## src/rtl/mbx_pkg.sv

```systemverilog
package mbx_pkg;
  localparam logic [7:0] OFF_RUN   = 8'h00;
  localparam logic [7:0] OFF_TCM   = 8'h08;
  localparam logic [7:0] OFF_CAUSE = 8'h1C;
  localparam logic [7:0] OFF_DB    = 8'h24;
  localparam logic [7:0] OFF_PC    = 8'h60;
  localparam logic [7:0] OFF_WDT   = 8'h84;

  localparam int CAUSE_IPC_BIT = 8;
  localparam int CAUSE_WDT_BIT = 0;
  localparam int WDT_EN_BIT    = 31;

  typedef struct packed {
    logic ipc;
    logic wdt;
  } evt_t;

  function automatic logic [31:0] cause_word(evt_t e);
    logic [31:0] w;
    w = '0;
    w[CAUSE_IPC_BIT] = e.ipc;
    w[CAUSE_WDT_BIT] = e.wdt;
    return w;
  endfunction

  function automatic logic is_mapped(logic [7:0] a);
    return (a == OFF_RUN) || (a == OFF_TCM) || (a == OFF_CAUSE) ||
           (a == OFF_DB) || (a == OFF_PC) || (a == OFF_WDT);
  endfunction
endpackage

```

## src/rtl/mbx_ctrl_regs.sv

```systemverilog
module mbx_ctrl_regs #(
  parameter int PC_W  = 32,
  parameter int TCM_W = 2
) (
  input  logic             clk,
  input  logic             rst_n,
  input  logic             wr_run,
  input  logic             wr_tcm,
  input  logic             wr_wdt,
  input  logic             wr_db,
  input  logic [31:0]      wdata,
  input  logic             db_ack,
  input  logic [PC_W-1:0]  pc_in,
  output logic             run_q,
  output logic [TCM_W-1:0] tcm_q,
  output logic [31:0]      wdt_q,
  output logic             db_q,
  output logic [PC_W-1:0]  pc_q
);
  logic db_set;
  assign db_set = wr_db && wdata[0];

  always_ff @(posedge clk or negedge rst_n) begin
    if (!rst_n) begin
      run_q <= 1'b0;
      tcm_q <= '0;
      wdt_q <= '0;
    end else begin
      if (wr_run) run_q <= wdata[0];
      if (wr_tcm) tcm_q <= wdata[TCM_W-1:0];
      if (wr_wdt) wdt_q <= wdata;
    end
  end

  always_ff @(posedge clk or negedge rst_n) begin
    if (!rst_n)      db_q <= 1'b0;
    else if (!run_q) db_q <= 1'b0;
    else if (db_set) db_q <= 1'b1;
    else if (db_ack) db_q <= 1'b0;
  end

  always_ff @(posedge clk or negedge rst_n) begin
    if (!rst_n)     pc_q <= '0;
    else if (run_q) pc_q <= pc_in;
    else            pc_q <= '0;
  end

  assert_db_hold_R3: assert property (@(posedge clk) disable iff (!rst_n)
    (db_q && !db_ack && run_q) |=> db_q);
  assert_db_set_R3: assert property (@(posedge clk) disable iff (!rst_n)
    (db_set && run_q) |=> db_q);
  assert_db_reset_R9: assert property (@(posedge clk) disable iff (!rst_n)
    !run_q |=> !db_q);
  assert_pc_zero_R9: assert property (@(posedge clk) disable iff (!rst_n)
    !run_q |=> (pc_q == '0));
endmodule

```

## src/rtl/mbx_cause.sv

```systemverilog
module mbx_cause
  import mbx_pkg::*;
(
  input  logic        clk,
  input  logic        rst_n,
  input  logic        host_clr,
  input  logic        ipc_evt,
  input  logic        wdt_evt,
  output logic [31:0] cause_o,
  output logic        irq_o
);
  evt_t cause_q, pend_q, incoming, merged;

  always_comb begin
    incoming.ipc = ipc_evt;
    incoming.wdt = wdt_evt;
    merged = evt_t'(pend_q | incoming);
  end

  always_ff @(posedge clk or negedge rst_n) begin
    if (!rst_n) begin
      cause_q <= '0;
      pend_q  <= '0;
    end else if (host_clr) begin
      cause_q <= '0;
      pend_q  <= merged;
    end else if (cause_q == '0) begin
      cause_q <= merged;
      pend_q  <= '0;
    end else begin
      pend_q  <= merged;
    end
  end

  assign cause_o = cause_word(cause_q);
  assign irq_o   = |cause_q;

  assert_cause_hold_R5: assert property (@(posedge clk) disable iff (!rst_n)
    (cause_q != '0 && !host_clr) |=> (cause_q == $past(cause_q)));
  assert_cause_clear_R5: assert property (@(posedge clk) disable iff (!rst_n)
    host_clr |=> !irq_o);
  assert_no_loss_R5: assert property (@(posedge clk) disable iff (!rst_n)
    (cause_q != '0 && incoming != '0) |=> (pend_q != '0));
  assert_quiet_R4: assert property (@(posedge clk) disable iff (!rst_n)
    (cause_q == '0 && pend_q == '0 && incoming == '0) |=> !irq_o);
endmodule

```

## src/rtl/mbx_wdog.sv

```systemverilog
module mbx_wdog #(
  parameter int WDT_LIMIT = 65536
) (
  input  logic clk,
  input  logic rst_n,
  input  logic en,
  input  logic run,
  input  logic kick,
  output logic fire
);
  localparam int CNT_W = $clog2(WDT_LIMIT + 1);
  localparam logic [CNT_W-1:0] LAST = CNT_W'(WDT_LIMIT - 1);

  logic [CNT_W-1:0] cnt_q;
  logic             exp_q;
  logic             active;

  assign active = en && run && !exp_q;
  assign fire   = active && !kick && (cnt_q == LAST);

  always_ff @(posedge clk or negedge rst_n) begin
    if (!rst_n) begin
      cnt_q <= '0;
      exp_q <= 1'b0;
    end else if (!en || !run) begin
      cnt_q <= '0;
      exp_q <= 1'b0;
    end else if (kick) begin
      cnt_q <= '0;
      exp_q <= 1'b0;
    end else if (fire) begin
      exp_q <= 1'b1;
    end else if (active) begin
      cnt_q <= cnt_q + 1'b1;
    end
  end

  assert_fire_single_R8: assert property (@(posedge clk) disable iff (!rst_n)
    fire |=> !fire);
  assert_idle_R9: assert property (@(posedge clk) disable iff (!rst_n)
    !run |=> (cnt_q == '0 && !fire));
  assert_cnt_bound_R7: assert property (@(posedge clk) disable iff (!rst_n)
    cnt_q <= LAST);
  assert_kick_R7: assert property (@(posedge clk) disable iff (!rst_n)
    kick |=> !fire);
endmodule

```

## src/rtl/copro_mailbox_regs.sv

```systemverilog
module copro_mailbox_regs
  import mbx_pkg::*;
#(
  parameter int ADDR_W    = 8,
  parameter int PC_W      = 32,
  parameter int TCM_W     = 2,
  parameter int WDT_LIMIT = 65536
) (
  input  logic              clk,
  input  logic              rst_n,
  input  logic              hst_valid,
  input  logic              hst_write,
  input  logic [ADDR_W-1:0] hst_addr,
  input  logic [31:0]       hst_wdata,
  output logic [31:0]       hst_rdata,
  output logic              host_irq,
  output logic              ctl_run,
  output logic              ctl_doorbell,
  input  logic              ctl_db_ack,
  input  logic              ctl_ipc_raise,
  input  logic              ctl_wdt_kick,
  input  logic [PC_W-1:0]   ctl_pc,
  output logic [TCM_W-1:0]  tcm_split
);
  logic [7:0] off;
  assign off = 8'(hst_addr);

  logic wr, wr_run, wr_tcm, wr_cause, wr_db, wr_wdt, host_clr;
  assign wr       = hst_valid && hst_write;
  assign wr_run   = wr && (off == OFF_RUN);
  assign wr_tcm   = wr && (off == OFF_TCM);
  assign wr_cause = wr && (off == OFF_CAUSE);
  assign wr_db    = wr && (off == OFF_DB);
  assign wr_wdt   = wr && (off == OFF_WDT);
  assign host_clr = wr_cause && (hst_wdata == 32'd0);

  logic             run_q, db_q, wdt_fire;
  logic [TCM_W-1:0] tcm_q;
  logic [31:0]      wdt_q, cause_w;
  logic [PC_W-1:0]  pc_q;

  mbx_ctrl_regs #(.PC_W(PC_W), .TCM_W(TCM_W)) u_regs (
    .clk(clk), .rst_n(rst_n),
    .wr_run(wr_run), .wr_tcm(wr_tcm), .wr_wdt(wr_wdt), .wr_db(wr_db),
    .wdata(hst_wdata), .db_ack(ctl_db_ack), .pc_in(ctl_pc),
    .run_q(run_q), .tcm_q(tcm_q), .wdt_q(wdt_q), .db_q(db_q), .pc_q(pc_q)
  );

  mbx_wdog #(.WDT_LIMIT(WDT_LIMIT)) u_wdog (
    .clk(clk), .rst_n(rst_n), .en(wdt_q[WDT_EN_BIT]), .run(run_q),
    .kick(ctl_wdt_kick), .fire(wdt_fire)
  );

  mbx_cause u_cause (
    .clk(clk), .rst_n(rst_n), .host_clr(host_clr),
    .ipc_evt(ctl_ipc_raise), .wdt_evt(wdt_fire),
    .cause_o(cause_w), .irq_o(host_irq)
  );

  always_comb begin
    case (off)
      OFF_RUN:   hst_rdata = {31'd0, run_q};
      OFF_TCM:   hst_rdata = 32'(tcm_q);
      OFF_CAUSE: hst_rdata = cause_w;
      OFF_DB:    hst_rdata = {31'd0, db_q};
      OFF_PC:    hst_rdata = 32'(pc_q);
      OFF_WDT:   hst_rdata = wdt_q;
      default:   hst_rdata = 32'd0;
    endcase
  end

  assign ctl_run      = run_q;
  assign ctl_doorbell = db_q;
  assign tcm_split    = tcm_q;

  assert_unmapped_zero_R10: assert property (@(posedge clk) disable iff (!rst_n)
    !is_mapped(off) |-> (hst_rdata == 32'd0));
  assert_irq_cause_R4: assert property (@(posedge clk) disable iff (!rst_n)
    (off == OFF_CAUSE && hst_rdata != 32'd0) |-> host_irq);
  assert_run_write_R2: assert property (@(posedge clk) disable iff (!rst_n)
    wr_run |=> (ctl_run == $past(hst_wdata[0])));
endmodule

```

## config.mk

```make
export PLATFORM = sky130hd
export DESIGN_NAME = copro_mailbox_regs
export DESIGN_NICKNAME = d
export VERILOG_FILES = /design/src/rtl/mbx_pkg.sv /design/src/rtl/mbx_ctrl_regs.sv /design/src/rtl/mbx_cause.sv /design/src/rtl/mbx_wdog.sv /design/src/rtl/copro_mailbox_regs.sv
export SDC_FILE = /design/constraint.sdc
export NUM_CORES = 1
export LEC_CHECK = 0
export CORE_ASPECT_RATIO = 0.75
export CORE_MARGIN = 2
export CORE_UTILIZATION = 53
export DETAILED_ROUTE_END_ITERATION = 10
export GPL_TIMING_DRIVEN = 0
export PLACE_DENSITY = 0.91
export SYNTH_ARGS = -nofsm -noshare
export SYNTH_HDL_FRONTEND = slang
export SYNTH_HIERARCHICAL = 1
export SYNTH_SLANG_ARGS = --single-unit
export TNS_END_PERCENT = 10
```

## constraint.sdc

```tcl
create_clock -name clk -period 3.65 [get_ports clk]
set_clock_uncertainty 0.05 [all_clocks]
set_input_delay 0.365 -clock clk [delete_from_list [all_inputs] [get_ports clk]]
set_output_delay 0.365 -clock clk [all_outputs]
set_load 0.03 [all_outputs]
```

==> run_results.csv <==
group,metric,value,unit
worst_setup_path,r2r_start,"u_wdog/cnt_q[0]",
logic_synthesis,async_flop_share,1.00,
timing,hold_viol,5,
worst_setup_path,endpoint_kind,"output port",
clock_tree,cts.sinks,90,
logic_synthesis,synth.area.top_cells,"dfrtp_1 49%, mux2_4 9.7%, nand2_1 5.9%",
logic_synthesis,synthDistinctLibCells,51,
placed_design,io_buffers,115,
drt,avgRoutedWirePerCell,18.5,um
worst_setup_path,critPathLaunchType,"primary input",
global_routing,grt_pass1_wl,20.9,mm
final_layout,fillers,574,
logic_synthesis,syn_area_per_cell,10.8,um2
drt,drt_iter0_drc,240,
placed_design,placed_cells,680,
worst_setup_path,endpoint,"hst_rdata[21]",
timing,worst_pin_slew,0.868,ns
worst_setup_path,r2r_slack,0.91,ns
final_layout,final_common_cell,"clkdlybuf4s50_1",
worst_setup_path,reg2reg_depth,10,
power,power.leakage,2.93,nW
global_routing,grt_overflow,0,
timing,period_share,0.955,
clock_tree,cts_buffers,9,
clock_tree,h-tree-depth,3,
power,p_seq_frac,0.481,
timing,fin_ws,0.163,ns
drt,drc_errors,0,
timing,grt_setup_unrepaired,"no",
drt,vias,3796,
worst_setup_path,arrival,3.07,ns
logic_synthesis,ys.flop_type,"dfrtp_1",
run_status,violations,"hold timing",
final_layout,regArea,0.00225,mm2
floorplanning,initial_utilization,0.546,
final_layout,final_area,0.00634,mm2
clock_tree,cts_tree,"built",
power,p_sw,0.453,mW
run_status,status,"complete, but fails checks",
final_layout,areaGrowthSynthToFinish,36.8,%
floorplanning,rows,29,
timing,tns,0,ns
placed_design,hpwl,9.21,mm
min_path,hold_class,"primary input to async pin",
run,maxCapViolCount,0,
timing,hold_slack,-0.00544,ns
global_routing,antenna_found_initial,0,
clock_tree,clk_path_buf_depth,2,
clock_tree,clk_latency,0.33,ns
worst_setup_path,worstSetupStartpoint,"hst_addr[1]",
placed_design,place.gp.congestion,0.897,
drt,drtPass1Iterations,4,
floorplanning,io_pins,116,
drt,finalWirelength,12.9,mm
clock_tree,cts_root_buffer,"clkbuf_16",
drt,via_per_inst,5.46,
placed_design,place_area,0.00604,mm2
final_layout,layout_common_cells,"114 x clkdlybuf4s50_1, 90 x dfrtp_1, 73 x nand2_1, 32 x and2_1",
global_routing,grt_pass1_vias,4282,
floorplanning,die_h,85.0,um
final_layout,final_layout_size_suffix_gt1_frac,0.177,
power,p_per_area,336,mW/mm2
timing,finalMaxSlewViolations,0,
clock_tree,cts.clk_slew.worst_paths,0.06,ns
worst_setup_path,rr_endpoint,"u_wdog/cnt_q[11]",
timing,setup_viol,0,
logic_synthesis,ys_warn_count,6,
final_layout,fin_nets,664,
final_layout,multi_input_area,0.00209,mm2
clock_tree,post_cts_resized,0,
final_layout,antennaDiodeCount,0,
clock_tree,cts.hold.buffers_added,0,
drt,final_antenna_net_count,0,
floorplanning,die_x,112,um
final_layout,fin_cells,695,
worst_setup_path,cp_max_fo,10,
timing,slew_headroom,0.416,
floorplanning,fp.coreArea,0.00849,mm2
floorplanning,die-area,0.00951,mm2
logic_synthesis,synth-seq-cells,90,
worst_setup_path,worst-setup-path-type,"primary input to output port",
logic_synthesis,synth_seq_area_share,0.486,
power,pwr-share-comb,0.092,
logic_synthesis,syn_inst,427,
logic_synthesis,yosysTopAreaCellShare,0.486,
placed_design,post-place-ws,0.163,ns
power,sw_frac_of_total,0.213,
power,intPower,1.68,mW
power,clkPwrFrac,0.427,
timing,max_freq,287,MHz
logic_synthesis,synth_edf_count,0,
worst_setup_path,cp.required,3.23,ns
timing,finalCriticalPeriod,3.49,ns
logic_synthesis,synth_top_area_cell,"dfrtp_1",
power,ir_drop,0.232,mV
clock_tree,post_cts_buffers,0,
global_routing,grt_max_degree,48,
global_routing,grt.total_usage,0.283,
logic_synthesis,synth_area,0.00463,mm2
==> cells in the mapped netlist (all sizes together) (5+ instances only) <==
cell type  number
a21oi           8
a22oi          31
and2           32
buf            45
clkbuf          5
dfrtp          90
mux2           35
nand2          73
nand3           9
nand4           6
nor2           20
nor4           12
==> final cells by class <==
cell class | instances | area share
clock buffer | 12 | 0.0389
multi-input combinational | 314 | 0.330
tap | 108 | 0.0213
inverter | 2 | 0.00118
clock inverter | 3 | 0.00632
buffer | 50 | 0.0626
timing repair buffer | 116 | 0.184
sequential | 90 | 0.355
==> worst min path at each step <==
stage	to	slack, ns	depth (start not counted)
detailed placement	u_wdog/cnt_q[7]	0.38	1
global placement	u_cause/pend_q[0]	0.41	2
floorplan	u_cause/cause_o[0]	0.02	0
finish	u_wdog/cnt_q[7]	-0.005	1
global route	u_wdog/cnt_q[14]	0.05	1
CTS	u_wdog/cnt_q[7]	0.02	1
==> stage by stage <==
| stage | power, mW | util | hold WS, ns |
|---|---|---|---|
| after CTS | 2.13 | 0.746 | 0.0200 |
| final | 2.13 | 0.746 | -0.00544 |
| after floorplan | 1.10 | - | 0.0194 |
| after global routing | 2.19 | 0.746 | 0.0503 |
| after detailed placement | 1.23 | 0.712 | 0.375 |
| after global placement | 1.22 | 0.710 | 0.408 |
==> sequential cells by signal (all words and copies together), names as in the netlist <==
| name | flops |
|---|---|
| u_regs/tcm_q | 2 |
| u_wdog/exp_q | 1 |
| u_regs/db_q | 1 |
| u_regs/run_q | 1 |
| u_cause/pend_q | 2 |
| u_regs/wdt_q | 32 |
| u_wdog/cnt_q | 17 |
| u_regs/pc_q | 32 |
| u_cause/cause_o | 2 |
==> power groups by stage <==
stage,Clock [mW],Sequential (mW),Combinational (mW)
global route,0.956,1.02,0.211
global placement,0,1.04,0.184
finish,0.909,1.02,0.196
detailed placement,0,1.04,0.191
floorplan,0,1.04,0.0571
CTS,0.913,1.02,0.193
==> cells by family after synthesis <==
logic type | Yosys count | share of synthesized area
simple gates | 183 | 0.209
buf+inv | 52 | 0.0872
other cells | 1 | 0.000810
mux | 35 | 0.109
fa+ha+maj | 2 | 0.00540
compound gates | 56 | 0.0873
xor+xnor | 8 | 0.0151
flops | 90 | 0.486
==> worst max-delay path, stage by stage <==
cell and delay, ns:
clkdlybuf4s50_1 0.58, nor4_4 0.45, and4_2 0.28, buf_2 0.18
buf_2 0.28, a22oi_1 0.14, nand2_1 0.09, clkdlybuf4s50_1 0.69
==> per-layer routing <==
metal	global-route usage	up-vias	wire length (um)
met4	0.108	0	303
li1	-	1743	-
met2	0.502	161	6570
met5	0	-	0
met1	0.334	1869	5200
met3	0.0721	23	800
Power figures use the tool's default switching activity.
